--- src/rtl/sat_cnt_pkg.sv ---
package sat_cnt_pkg;

    typedef enum logic {
        DIR_DOWN = 1'b0,
        DIR_UP   = 1'b1
    } dir_e;

    typedef struct packed {
        logic val;
    } slice_state_t;

endpackage

--- src/rtl/sat_cnt_slice.sv ---
module sat_cnt_slice
    import sat_cnt_pkg::*;
(
    input  logic clk,
    input  logic rst,
    input  dir_e dir,
    input  logic carry_in,
    input  logic freeze,
    output logic bit_o,
    output logic carry_out
);

    slice_state_t st_d, st_q;

    always_comb begin
        st_d = st_q;
        if (rst) begin
            st_d.val = 1'b0;
        end else if (carry_in && !freeze) begin
            st_d.val = ~st_q.val;
        end
    end

    always_ff @(posedge clk) begin
        st_q <= st_d;
    end

    // pass the carry while this bit is at its end value for the direction
    assign carry_out = carry_in & ((dir == DIR_UP) ? st_q.val : ~st_q.val);
    assign bit_o     = st_q.val;

endmodule

--- src/rtl/sat_cnt_term.sv ---
module sat_cnt_term (
    input  logic top_carry,
    output logic freeze
);

    // carry leaving the top slice means the next step would cross a limit
    assign freeze = top_carry;

endmodule

--- src/rtl/sat_updown_counter.sv ---
module sat_updown_counter
    import sat_cnt_pkg::*;
#(
    parameter int WIDTH = 8
) (
    input  logic             clk,
    input  logic             rst,
    input  logic             en,
    input  logic             dir_up,
    output logic [WIDTH-1:0] count,
    output logic             frozen
);

    localparam int NCARRY = WIDTH + 1;

    logic [NCARRY-1:0] carry;
    logic              freeze;
    dir_e              dir;

    assign dir      = dir_e'(dir_up);
    assign carry[0] = en;

    for (genvar i = 0; i < WIDTH; i++) begin : g_slice
        sat_cnt_slice u_slice (
            .clk       (clk),
            .rst       (rst),
            .dir       (dir),
            .carry_in  (carry[i]),
            .freeze    (freeze),
            .bit_o     (count[i]),
            .carry_out (carry[i+1])
        );
    end

    sat_cnt_term u_term (
        .top_carry (carry[NCARRY-1]),
        .freeze    (freeze)
    );

    assign frozen = freeze;

endmodule

--- config.mk ---
export PLATFORM = sky130hd
export DESIGN_NAME = sat_updown_counter
export DESIGN_NICKNAME = d
export VERILOG_FILES = /design/src/rtl/sat_cnt_pkg.sv /design/src/rtl/sat_cnt_slice.sv /design/src/rtl/sat_cnt_term.sv /design/src/rtl/sat_updown_counter.sv
export SDC_FILE = /design/constraint.sdc
export NUM_CORES = 1
export LEC_CHECK = 0
export BUFFER_PORTS_ARGS = -buffer_cell sky130_fd_sc_hd__buf_4
export CORE_AREA = 2 2 39 41
export DETAILED_ROUTE_END_ITERATION = 8
export DIE_AREA = 0 0 41 43
export SYNTH_ARGS = -nofsm -noshare
export SYNTH_HDL_FRONTEND = slang
export SYNTH_HIERARCHICAL = 1
export SYNTH_SLANG_ARGS = --single-unit
--- constraint.sdc ---
create_clock -name clk -period 5.1 [get_ports clk]
set_clock_uncertainty 0.1 [all_clocks]
set_input_delay 1.02 -clock clk [delete_from_list [all_inputs] [get_ports clk]]
set_output_delay 1.02 -clock clk [all_outputs]
set_load 0.01 [all_outputs]
* Word-level counts from Yosys, hierarchy flattened
Cells that the tools add are included.
Storage, ports and cells: flip-flop bits (word level) 8, input bits 4, output and inout port bits 9
Cells by class: muxes and demuxes 8, bitwise gates (word level) 16, reductions and logical operators 9
Operator list (count):
- 1-bit bitwise AND | 8
- 1-bit logical AND | 8
- 1-bit two-way mux | 8
- 1-bit inverter | 8
- 1-bit zero test | 1

* Depth between registers and ports, before layout
Gate-level depths: netlist of the first run.
depth after elaboration 12, depth in mapped cells 12, mapped depth without buffers 11

* Cells and area by module
The synthesis of the first run kept the hierarchy.
By module, submodules not included:
- sat_cnt_slice | times used 8, cells an instance 7, area each 63.8 um^2, sequential area each 20.0 um^2
- sat_cnt_term | times used 1, cells an instance 1, area each 7.5 um^2, sequential area each 0.0 um^2

* Worst setup path before layout of the first run
Ideal clock, no wire load.
kind input to output, start point in dir_up, end point out frozen, data arrival time 2.317 ns, data required time 3.980 ns, setup slack 1.663 ns, stages on the path 10, buffers on the path 1, cells stage by stage xnor2_1 > and2_1 > and2_1 > and2_1 > and2_1 > and2_1 > and2_1 > and2_1 > and2_1 > buf_4
On the way: word-level cells in the longest chain between the ends 9, elaborated cells between the ends (all ways) 16
Ends and longest elaborated chain:
- start, declared | line sat_updown_counter.sv:9 | input logic dir_up,
- 1-bit two-way mux | line sat_cnt_slice.sv:29 | assign carry_out = carry_in & ((dir == DIR_UP) ? st_q.val : ~st_q.val);
- 1-bit bitwise AND | line sat_cnt_slice.sv:29
- net carry[1] | line sat_updown_counter.sv:16 | logic [NCARRY-1:0] carry;
- 1-bit bitwise AND | line sat_cnt_slice.sv:29
- net carry[2] | line sat_updown_counter.sv:16
- 1-bit bitwise AND | line sat_cnt_slice.sv:29
- net carry[3] | line sat_updown_counter.sv:16
- 1-bit bitwise AND | line sat_cnt_slice.sv:29
- net carry[4] | line sat_updown_counter.sv:16
- 1-bit bitwise AND | line sat_cnt_slice.sv:29
- net carry[5] | line sat_updown_counter.sv:16
- 1-bit bitwise AND | line sat_cnt_slice.sv:29
- net carry[6] | line sat_updown_counter.sv:16
- 1-bit bitwise AND | line sat_cnt_slice.sv:29
- net carry[7] | line sat_updown_counter.sv:16
- 1-bit bitwise AND | line sat_cnt_slice.sv:29
- end, declared | line sat_updown_counter.sv:11 | output logic frozen
The timed path passes the listed nets, and every way through them passes these cells.

* Final worst setup path of the first run
Same ends and word-level chain as after synthesis.

==> results.json, run 1 <==
{
  "status": "complete, no violations",
  "dr.pass1.iters": 2,
  "netlist_instances": 57,
  "ys_warn_count": 6,
  "criticalPathCategory": "input port to primary output",
  "dp_slack_ns": 1.269,
  "h-tree-depth": 1,
  "largest_reg_flops": 8,
  "die_h_um": 43,
  "relSlewSlack_pct": 79.90,
  "hold_path_depth": 2,
  "cts_buffer_depth": 2,
  "remaining_drc_errors": 0,
  "num-nets-final": 77,
  "cp-start-kind": "input port",
  "vias": 393,
  "worstPathRequired_ns": 3.98,
  "synth_nets": 61,
  "root_buffer": "clkbuf_4",
  "avgViaCountPerCell": 4.517,
  "cts_buffers": 3,
  "clock.fmax_ghz": 0.2619,
  "hp-class": "flip-flop to flip-flop",
  "antenna_found_initial": 0,
  "die_w_um": 41,
  "crit_fanout": 9,
  "crit_arrival_ns": 2.70,
  "gr-usage-all-layers_pct": 12.00,
  "synth.avg_cell_area_sq_um": 9.088,
  "fin_setup_tns_ns": 0,
  "final-hold-violation-count": 0,
  "start_util_pct": 37.43,
  "peakVddDrop_uv": 136.1,
  "dieArea_sq_um": 1763,
  "dr_wl_met3_um": 62,
  "cts_sinks": 8,
  "grt_pass1_wl_mm": 1.407,
  "holdBufCountCts": 0,
  "fin_crit_ns": 3.819,
  "worst_pin_slew_ns": 0.3016,
  "route.top_layer_used": "met4",
  "final_common_cell": "buf_4",
  "end_kind": "primary output",
  "fillers": 146,
  "grt_pass1_vias": 367,
  "yosysUniqueCellTypes": 8,
  "setup_slack_ns": 1.281,
  "area_delta_synth_final_pct": 24.15,
  "insertion_delay_ns": 0.25,
  "wirelength_um": 841,
  "grt_overflow_total": 0,
  "drt_iter0_drc": 5,
  "antenna_left": 0,
  "r2r_setup_slack_ns": 2.72,
  "yosysSeqAreaShare_pct": 30.92,
  "worstRegToRegCells": 11,
  "dp_hpwl_um": 630.5,
  "clk_pin_slew_ns": 0.05,
  "place_congestion": 0.6508,
  "ys_ff_latch": 8,
  "cap_violations": 0,
  "maxSlewViolCount": 0,
  "synth_area_sq_um": 518.0,
  "wl_met1_um": 408,
  "p_total_uw": 148.4,
  "num_rows": 14,
  "fin_cells": 87,
  "numPlacedInstances": 84,
  "reg2reg_to": "g_slice[1].u_slice/bit_o$_SDFFE_PP0P_",
  "antennaDiodeCount": 0,
  "grt_max_degree": 17,
  "powerDensity_nw_per_um2": 230.7,
  "reg2reg_from": "g_slice[0].u_slice/bit_o$_SDFFE_PP0P_",
  "place.port_buffers": 12,
  "power_leakage_nw": 0.3182,
  "wire_per_inst_um": 9.667,
  "setup_viol_count_final": 0,
  "startpoint": "dir_up",
  "period_share_pct": 74.88,
  "dr_wl_met2_um": 356,
  "cts_setup_buffers": 0,
  "cts_tree": "yes",
  "cts.repair.resized": 0,
  "drive_gt1_share_pct": 32.39,
  "rsz0062_at_grt": "false",
  "ios": 13,
  "crit_end": "frozen",
  "core_sq_um": 1384
}
## cell families (layout without fill, tap and decap cells)
family,after synthesis,count (layout),synth area share (%)
DFF,8,8,30.92
and+or+nand+nor,32,32,36.72
xor gates and xnor gates,8,8,13.53
buffers and inverters,1,15,1.450
muxes,8,8,17.39
## worst min-delay path by stage
stage	slack [ns]	startpoint	to
after global placement	0.48	g_slice[2].u_slice/bit_o$_SDFFE_PP0P_	g_slice[2].u_slice/bit_o$_SDFFE_PP0P_
after CTS	0.50	g_slice[4].u_slice/bit_o$_SDFFE_PP0P_	g_slice[4].u_slice/bit_o$_SDFFE_PP0P_
final	0.49	g_slice[0].u_slice/bit_o$_SDFFE_PP0P_	g_slice[0].u_slice/bit_o$_SDFFE_PP0P_
after global routing	0.52	g_slice[0].u_slice/bit_o$_SDFFE_PP0P_	g_slice[0].u_slice/bit_o$_SDFFE_PP0P_
after floorplan	0.50	g_slice[0].u_slice/bit_o$_SDFFE_PP0P_	g_slice[0].u_slice/bit_o$_SDFFE_PP0P_
after detailed placement	0.48	g_slice[0].u_slice/bit_o$_SDFFE_PP0P_	g_slice[0].u_slice/bit_o$_SDFFE_PP0P_
## through the flow
| step | util (%) | instance area, sq um | hold slack (ns) |
|---|---|---|---|
| global route | 46.47 | 643.1 | 0.5240 |
| floorplan | - | 518.0 | 0.4998 |
| CTS | 46.47 | 643.1 | 0.4968 |
| global placement | 44.85 | 620.6 | 0.4764 |
| finish | 46.47 | 643.1 | 0.4922 |
| detailed placement | 44.85 | 620.6 | 0.4830 |
## where the power goes
part / switching, mW / internal (mW) / leakage [nW]
sequential: 0.00409 / 0.0665 / 0.0652
combinational: 0.0116 / 0.0190 / 0.239
clock: 0.0204 / 0.0269 / 0.0138
## cell type report
type	instances	area (sq um)	area share (%)
Timing Repair Buffer	12	90.09	14.01
Clock buffer	3	22.52	3.502
Multi-Input combinational cell	48	350.3	54.47
Sequential cell	8	160.2	24.90
Tap cell	16	20.02	3.113
## metal layers
metal  track usage [%]  vias up
met5                 0        -
met4             10.00        0
met3             3.141        2
met2             18.13       13
met1             13.03      170
li1                  -      208
## synthesized netlist by cell type
library cell | number | share of area [%]
and2b_1 | 8 | 12
mux2_2 | 8 | 17
nor2_1 | 8 | 5.8
buf_4 | 1 | 1.4
and2_1 | 8 | 9.7
xnor2_1 | 8 | 14
nor2b_1 | 8 | 9.7
dfxtp_1 | 8 | 31
## critical path, stage by stage
cell     delay [ns]
buf_4          0.16
xnor2_1        0.12
and2_1         0.15
and2_1         0.13
and2_1         0.14
and2_1         0.14
and2_1         0.14
and2_1         0.13
and2_1         0.14
and2_1         0.23
buf_4          0.18
(Power assumes the default switching activity.)
==> run 2: changes to the inputs <==
==> constraint.sdc (replaced) <==
create_clock -name clk -period 3.6 [get_ports clk]
set_clock_uncertainty 0.1 [all_clocks]
set_input_delay 0.72 -clock clk [delete_from_list [all_inputs] [get_ports clk]]
set_output_delay 0.72 -clock clk [all_outputs]
set_load 0.01 [all_outputs]
==> results.json, run 2 (synthesis gave the netlist of run 1 again) <==
{
  "status": "complete, no violations",
  "critical-path-top-delay-family": "simple AND/OR/NAND/NOR gates",
  "core_sq_um": 1384,
  "dr_wl_met3_um": 58,
  "fin_crit_ns": 3.217,
  "startpoint": "dir_up",
  "cts_sinks": 8,
  "worst_pin_slew_ns": 0.3144,
  "grt_overflow_total": 0,
  "final-hold-violation-count": 0,
  "wl_met1_um": 360,
  "drive_gt1_share_pct": 32.39,
  "path_cells": "buf_4, xnor2_1, and2_1, and2_1, and2_1, and2_1, and2_1, and2_1, and2_1, and2_1, buf_4",
  "cts_setup_buffers": 0,
  "remaining_drc_errors": 0,
  "cpMaxStageDelayCell": "and2_1",
  "antenna_found_initial": 0,
  "die_h_um": 43,
  "fin_cells": 87,
  "gr-usage-all-layers_pct": 12.16,
  "route.top_layer_used": "met4",
  "vias": 406,
  "cts_buffer_depth": 2,
  "fin_setup_tns_ns": 0,
  "num-nets-final": 77,
  "final_common_cell": "buf_4",
  "dieArea_sq_um": 1763,
  "grt_pass1_wl_mm": 1.380,
  "maxSlewViolCount": 0,
  "cap_violations": 0,
  "crit_arrival_ns": 2.40,
  "cpMostUsedCell": "and2_1",
  "ios": 13,
  "num_rows": 14,
  "clk_pin_slew_ns": 0.05,
  "wire_per_inst_um": 9.391,
  "antennaDiodeCount": 0,
  "rsz0062_at_grt": "false",
  "dr_wl_met2_um": 389,
  "place.port_buffers": 12,
  "die_w_um": 41,
  "largest_reg_flops": 8,
  "area_delta_synth_final_pct": 24.15,
  "fillers": 148,
  "cts_buffers": 3,
  "peakVddDrop_uv": 153.8,
  "place_congestion": 0.6762,
  "r2r_setup_slack_ns": 1.22,
  "avgViaCountPerCell": 4.667,
  "setup_viol_count_final": 0,
  "relSlewSlack_pct": 79.04,
  "grt_max_degree": 17,
  "h-tree-depth": 1,
  "power_leakage_nw": 0.3182,
  "hp-class": "flip-flop to flip-flop",
  "reg2reg_to": "g_slice[7].u_slice/bit_o$_SDFFE_PP0P_",
  "dp_hpwl_um": 615.5,
  "drt_iter0_drc": 2,
  "crit_fanout": 9,
  "antenna_left": 0,
  "slowest_delay_ns": 0.23,
  "powerDensity_nw_per_um2": 329.2,
  "cp-start-kind": "input port",
  "numPlacedInstances": 84,
  "insertion_delay_ns": 0.25,
  "start_util_pct": 37.43,
  "period_share_pct": 89.35,
  "wirelength_um": 817,
  "cts_tree": "yes",
  "grt_pass1_vias": 369,
  "path_depth": 11,
  "criticalPathCategory": "input port to primary output",
  "cts.repair.resized": 0,
  "clock.fmax_ghz": 0.3109,
  "root_buffer": "clkbuf_4",
  "end_kind": "primary output",
  "worstPathRequired_ns": 2.78,
  "crit_end": "frozen",
  "dr.pass1.iters": 2,
  "crit_buf_inv": 2,
  "reg2reg_from": "g_slice[0].u_slice/bit_o$_SDFFE_PP0P_",
  "worstRegToRegCells": 11,
  "holdBufCountCts": 0
}
==> run 2: cell counts in the layout (fill, tap and decap cells not counted) <==
Identical to the previous run, type by type.
==> run 2: metrics by stage <==
step           utilization (%)  hold WS, ns  power (mW)  instance area [sq um]  worst slack (ns)
2_1_floorplan                -       0.4998      0.1283                  518.0            0.7629
3_3_place_gp             44.85       0.4751      0.1448                  620.6            0.3763
3_5_place_dp             44.85       0.4854      0.1455                  620.6            0.3681
4_1_cts                  46.47       0.5003      0.2176                  643.1            0.3599
5_1_grt                  46.47       0.5202      0.2277                  643.1            0.2055
6_report                 46.47       0.4896      0.2117                  643.1            0.3834
==> run 2: how the worst min path moves through the flow <==
stage | endpoint | slack (ns) | cells past startpoint | from
2_1_floorplan | g_slice[0].u_slice/bit_o$_SDFFE_PP0P_ | 0.50 | 2 | g_slice[0].u_slice/bit_o$_SDFFE_PP0P_
4_1_cts | g_slice[7].u_slice/bit_o$_SDFFE_PP0P_ | 0.50 | 2 | g_slice[7].u_slice/bit_o$_SDFFE_PP0P_
6_report | g_slice[7].u_slice/bit_o$_SDFFE_PP0P_ | 0.49 | 2 | g_slice[7].u_slice/bit_o$_SDFFE_PP0P_
3_3_place_gp | g_slice[6].u_slice/bit_o$_SDFFE_PP0P_ | 0.48 | 2 | g_slice[6].u_slice/bit_o$_SDFFE_PP0P_
3_5_place_dp | g_slice[0].u_slice/bit_o$_SDFFE_PP0P_ | 0.49 | 2 | g_slice[0].u_slice/bit_o$_SDFFE_PP0P_
5_1_grt | g_slice[0].u_slice/bit_o$_SDFFE_PP0P_ | 0.52 | 2 | g_slice[0].u_slice/bit_o$_SDFFE_PP0P_
==> run 2: power breakdown <==
part / total, mW / switching (mW) / internal [mW]
sequential: 0.100 / 0.00602 / 0.0942
combinational: 0.0427 / 0.0158 / 0.0268
clock: 0.0688 / 0.0307 / 0.0382
==> run 2: cell type report <==
| type | instances | area [sq um] | share of cell area (%) |
|---|---|---|---|
| Sequential cell | 8 | 160.2 | 24.90 |
| Multi-Input combinational cell | 48 | 350.3 | 54.47 |
| Tap cell | 16 | 20.02 | 3.113 |
| Timing Repair Buffer | 12 | 90.09 | 14.01 |
| Clock buffer | 3 | 22.52 | 3.502 |
==> run 2: metal layers <==
metal  GRT usage [%]  up-vias
met5               0        -
met4           12.00        0
met3           3.141        2
met2           18.44       11
met1           12.26      187
li1                -      206
==> run 2: worst register-to-register path: stages, from the launching register on <==
cell	delay, ns
dfxtp_1	0.33
xnor2_1	0.12
and2_1	0.15
and2_1	0.13
and2_1	0.14
and2_1	0.14
and2_1	0.13
and2_1	0.13
and2_1	0.14
and2_1	0.23
nor2b_1	0.17
mux2_2	0.34
==> run 3: changes to the inputs <==
--- a/config.mk
+++ b/config.mk
@@ -9,6 +9,7 @@
 export CORE_AREA = 2 2 39 41
 export DETAILED_ROUTE_END_ITERATION = 8
 export DIE_AREA = 0 0 41 43
+export PLACE_DENSITY = 0.72
 export SYNTH_ARGS = -nofsm -noshare
 export SYNTH_HDL_FRONTEND = slang
 export SYNTH_HIERARCHICAL = 1
==> results.json, run 3 (synthesis gave the netlist of run 1 again) <==
{
  "cts_buffer_depth": 2,
  "cts_tree": "yes",
  "hold_path_depth": 2,
  "drt_iter0_drc": 3,
  "fin_crit_ns": 3.277,
  "cts_sinks": 8,
  "wirelength_um": 860,
  "grt_overflow_total": 0,
  "insertion_delay_ns": 0.25,
  "powerDensity_nw_per_um2": 328.6,
  "period_share_pct": 91.03,
  "power_leakage_nw": 0.3182,
  "antenna_left": 0,
  "grt_max_degree": 17,
  "setup_viol_count_final": 0,
  "hp-class": "flip-flop to flip-flop",
  "die_h_um": 43,
  "worstPathRequired_ns": 2.78,
  "grt_pass1_vias": 385,
  "die_w_um": 41,
  "crit_fanout": 9,
  "worstRegToRegCells": 11,
  "area_delta_synth_final_pct": 24.15,
  "end_kind": "primary output",
  "fillers": 148,
  "dieArea_sq_um": 1763,
  "dr.pass1.iters": 4,
  "num_rows": 14,
  "start_util_pct": 37.43,
  "h-tree-depth": 1,
  "clock.fmax_ghz": 0.3052,
  "maxSlewViolCount": 0,
  "p_total_uw": 211.3,
  "cts_setup_buffers": 0,
  "grt_pass1_wl_mm": 1.455,
  "avgViaCountPerCell": 4.632,
  "root_buffer": "clkbuf_4",
  "status": "complete, no violations",
  "remaining_drc_errors": 0,
  "wire_per_inst_um": 9.885,
  "antenna_found_initial": 0,
  "cts_buffers": 3,
  "rsz0062_at_grt": "false",
  "antennaDiodeCount": 0,
  "clk_pin_slew_ns": 0.05,
  "largest_reg_flops": 8,
  "cp-start-kind": "input port",
  "core_sq_um": 1384,
  "num-nets-final": 77,
  "worst_pin_slew_ns": 0.3106,
  "place_congestion": 0.6231,
  "ios": 13,
  "vias": 403,
  "cap_violations": 0,
  "cts.repair.resized": 0,
  "final_common_cell": "buf_4",
  "drive_gt1_share_pct": 32.39,
  "fin_setup_tns_ns": 0,
  "place.port_buffers": 12,
  "timing.hold.ws_ns": 0.4932,
  "final-hold-violation-count": 0,
  "crit_arrival_ns": 2.46,
  "criticalPathCategory": "input port to primary output",
  "peakVddDrop_uv": 164.5,
  "relSlewSlack_pct": 79.29,
  "gr-usage-all-layers_pct": 12.79,
  "holdBufCountCts": 0
}
## run 3: cell counts in the layout (fill, tap and decap cells not counted)
No cell type changed its count.
## run 3: power breakdown
part	internal, mW	switching, mW
clock network	0.0381	0.0293
logic	0.0269	0.0170
registers	0.0942	0.00590
## run 3: through the flow
step                instances  instance area [sq um]  worst slack (ns)  util, %
floorplan                  57                  518.0            0.7629        -
global placement           84                  620.6            0.3909    44.85
detailed placement         84                  620.6            0.3105    44.85
CTS                        87                  643.1            0.3066    46.47
global route               87                  643.1            0.1556    46.47
finish                     87                  643.1            0.3231    46.47
## run 3: layer usage
metal	global-route usage, %	routed length (um)	share of wire [%]
met5	0	0	0
met1	12.66	369	43
met4	12.00	14	1.6
met2	20.94	435	51
met3	1.571	40	4.7
## run 3: path summary, 6_finish.rpt
| path | start | to | slack, ns |
|---|---|---|---|
| setup reg to reg | g_slice[0].u_slice/bit_o$_SDFFE_PP0P_ | g_slice[3].u_slice/bit_o$_SDFFE_PP0P_ | 1.17 |
| setup / recovery | dir_up | frozen | 0.32 |
| hold / removal | g_slice[7].u_slice/bit_o$_SDFFE_PP0P_ | g_slice[7].u_slice/bit_o$_SDFFE_PP0P_ | 0.49 |
| hold reg to reg | g_slice[7].u_slice/bit_o$_SDFFE_PP0P_ | g_slice[7].u_slice/bit_o$_SDFFE_PP0P_ | 0.49 |
## run 3: final cells by class
type | count | area (sq um) | share of cell area, %
sequential | 8 | 160.2 | 24.90
tap | 16 | 20.02 | 3.113
clock buffer | 3 | 22.52 | 3.502
timing repair buffer | 12 | 90.09 | 14.01
multi-input combinational | 48 | 350.3 | 54.47
## run 3: worst max-delay path: stages
cell     delay (ns)
buf_4          0.16
xnor2_1        0.16
and2_1         0.16
and2_1         0.14
and2_1         0.13
and2_1         0.12
and2_1         0.12
and2_1         0.13
and2_1         0.13
and2_1         0.31
buf_4          0.18
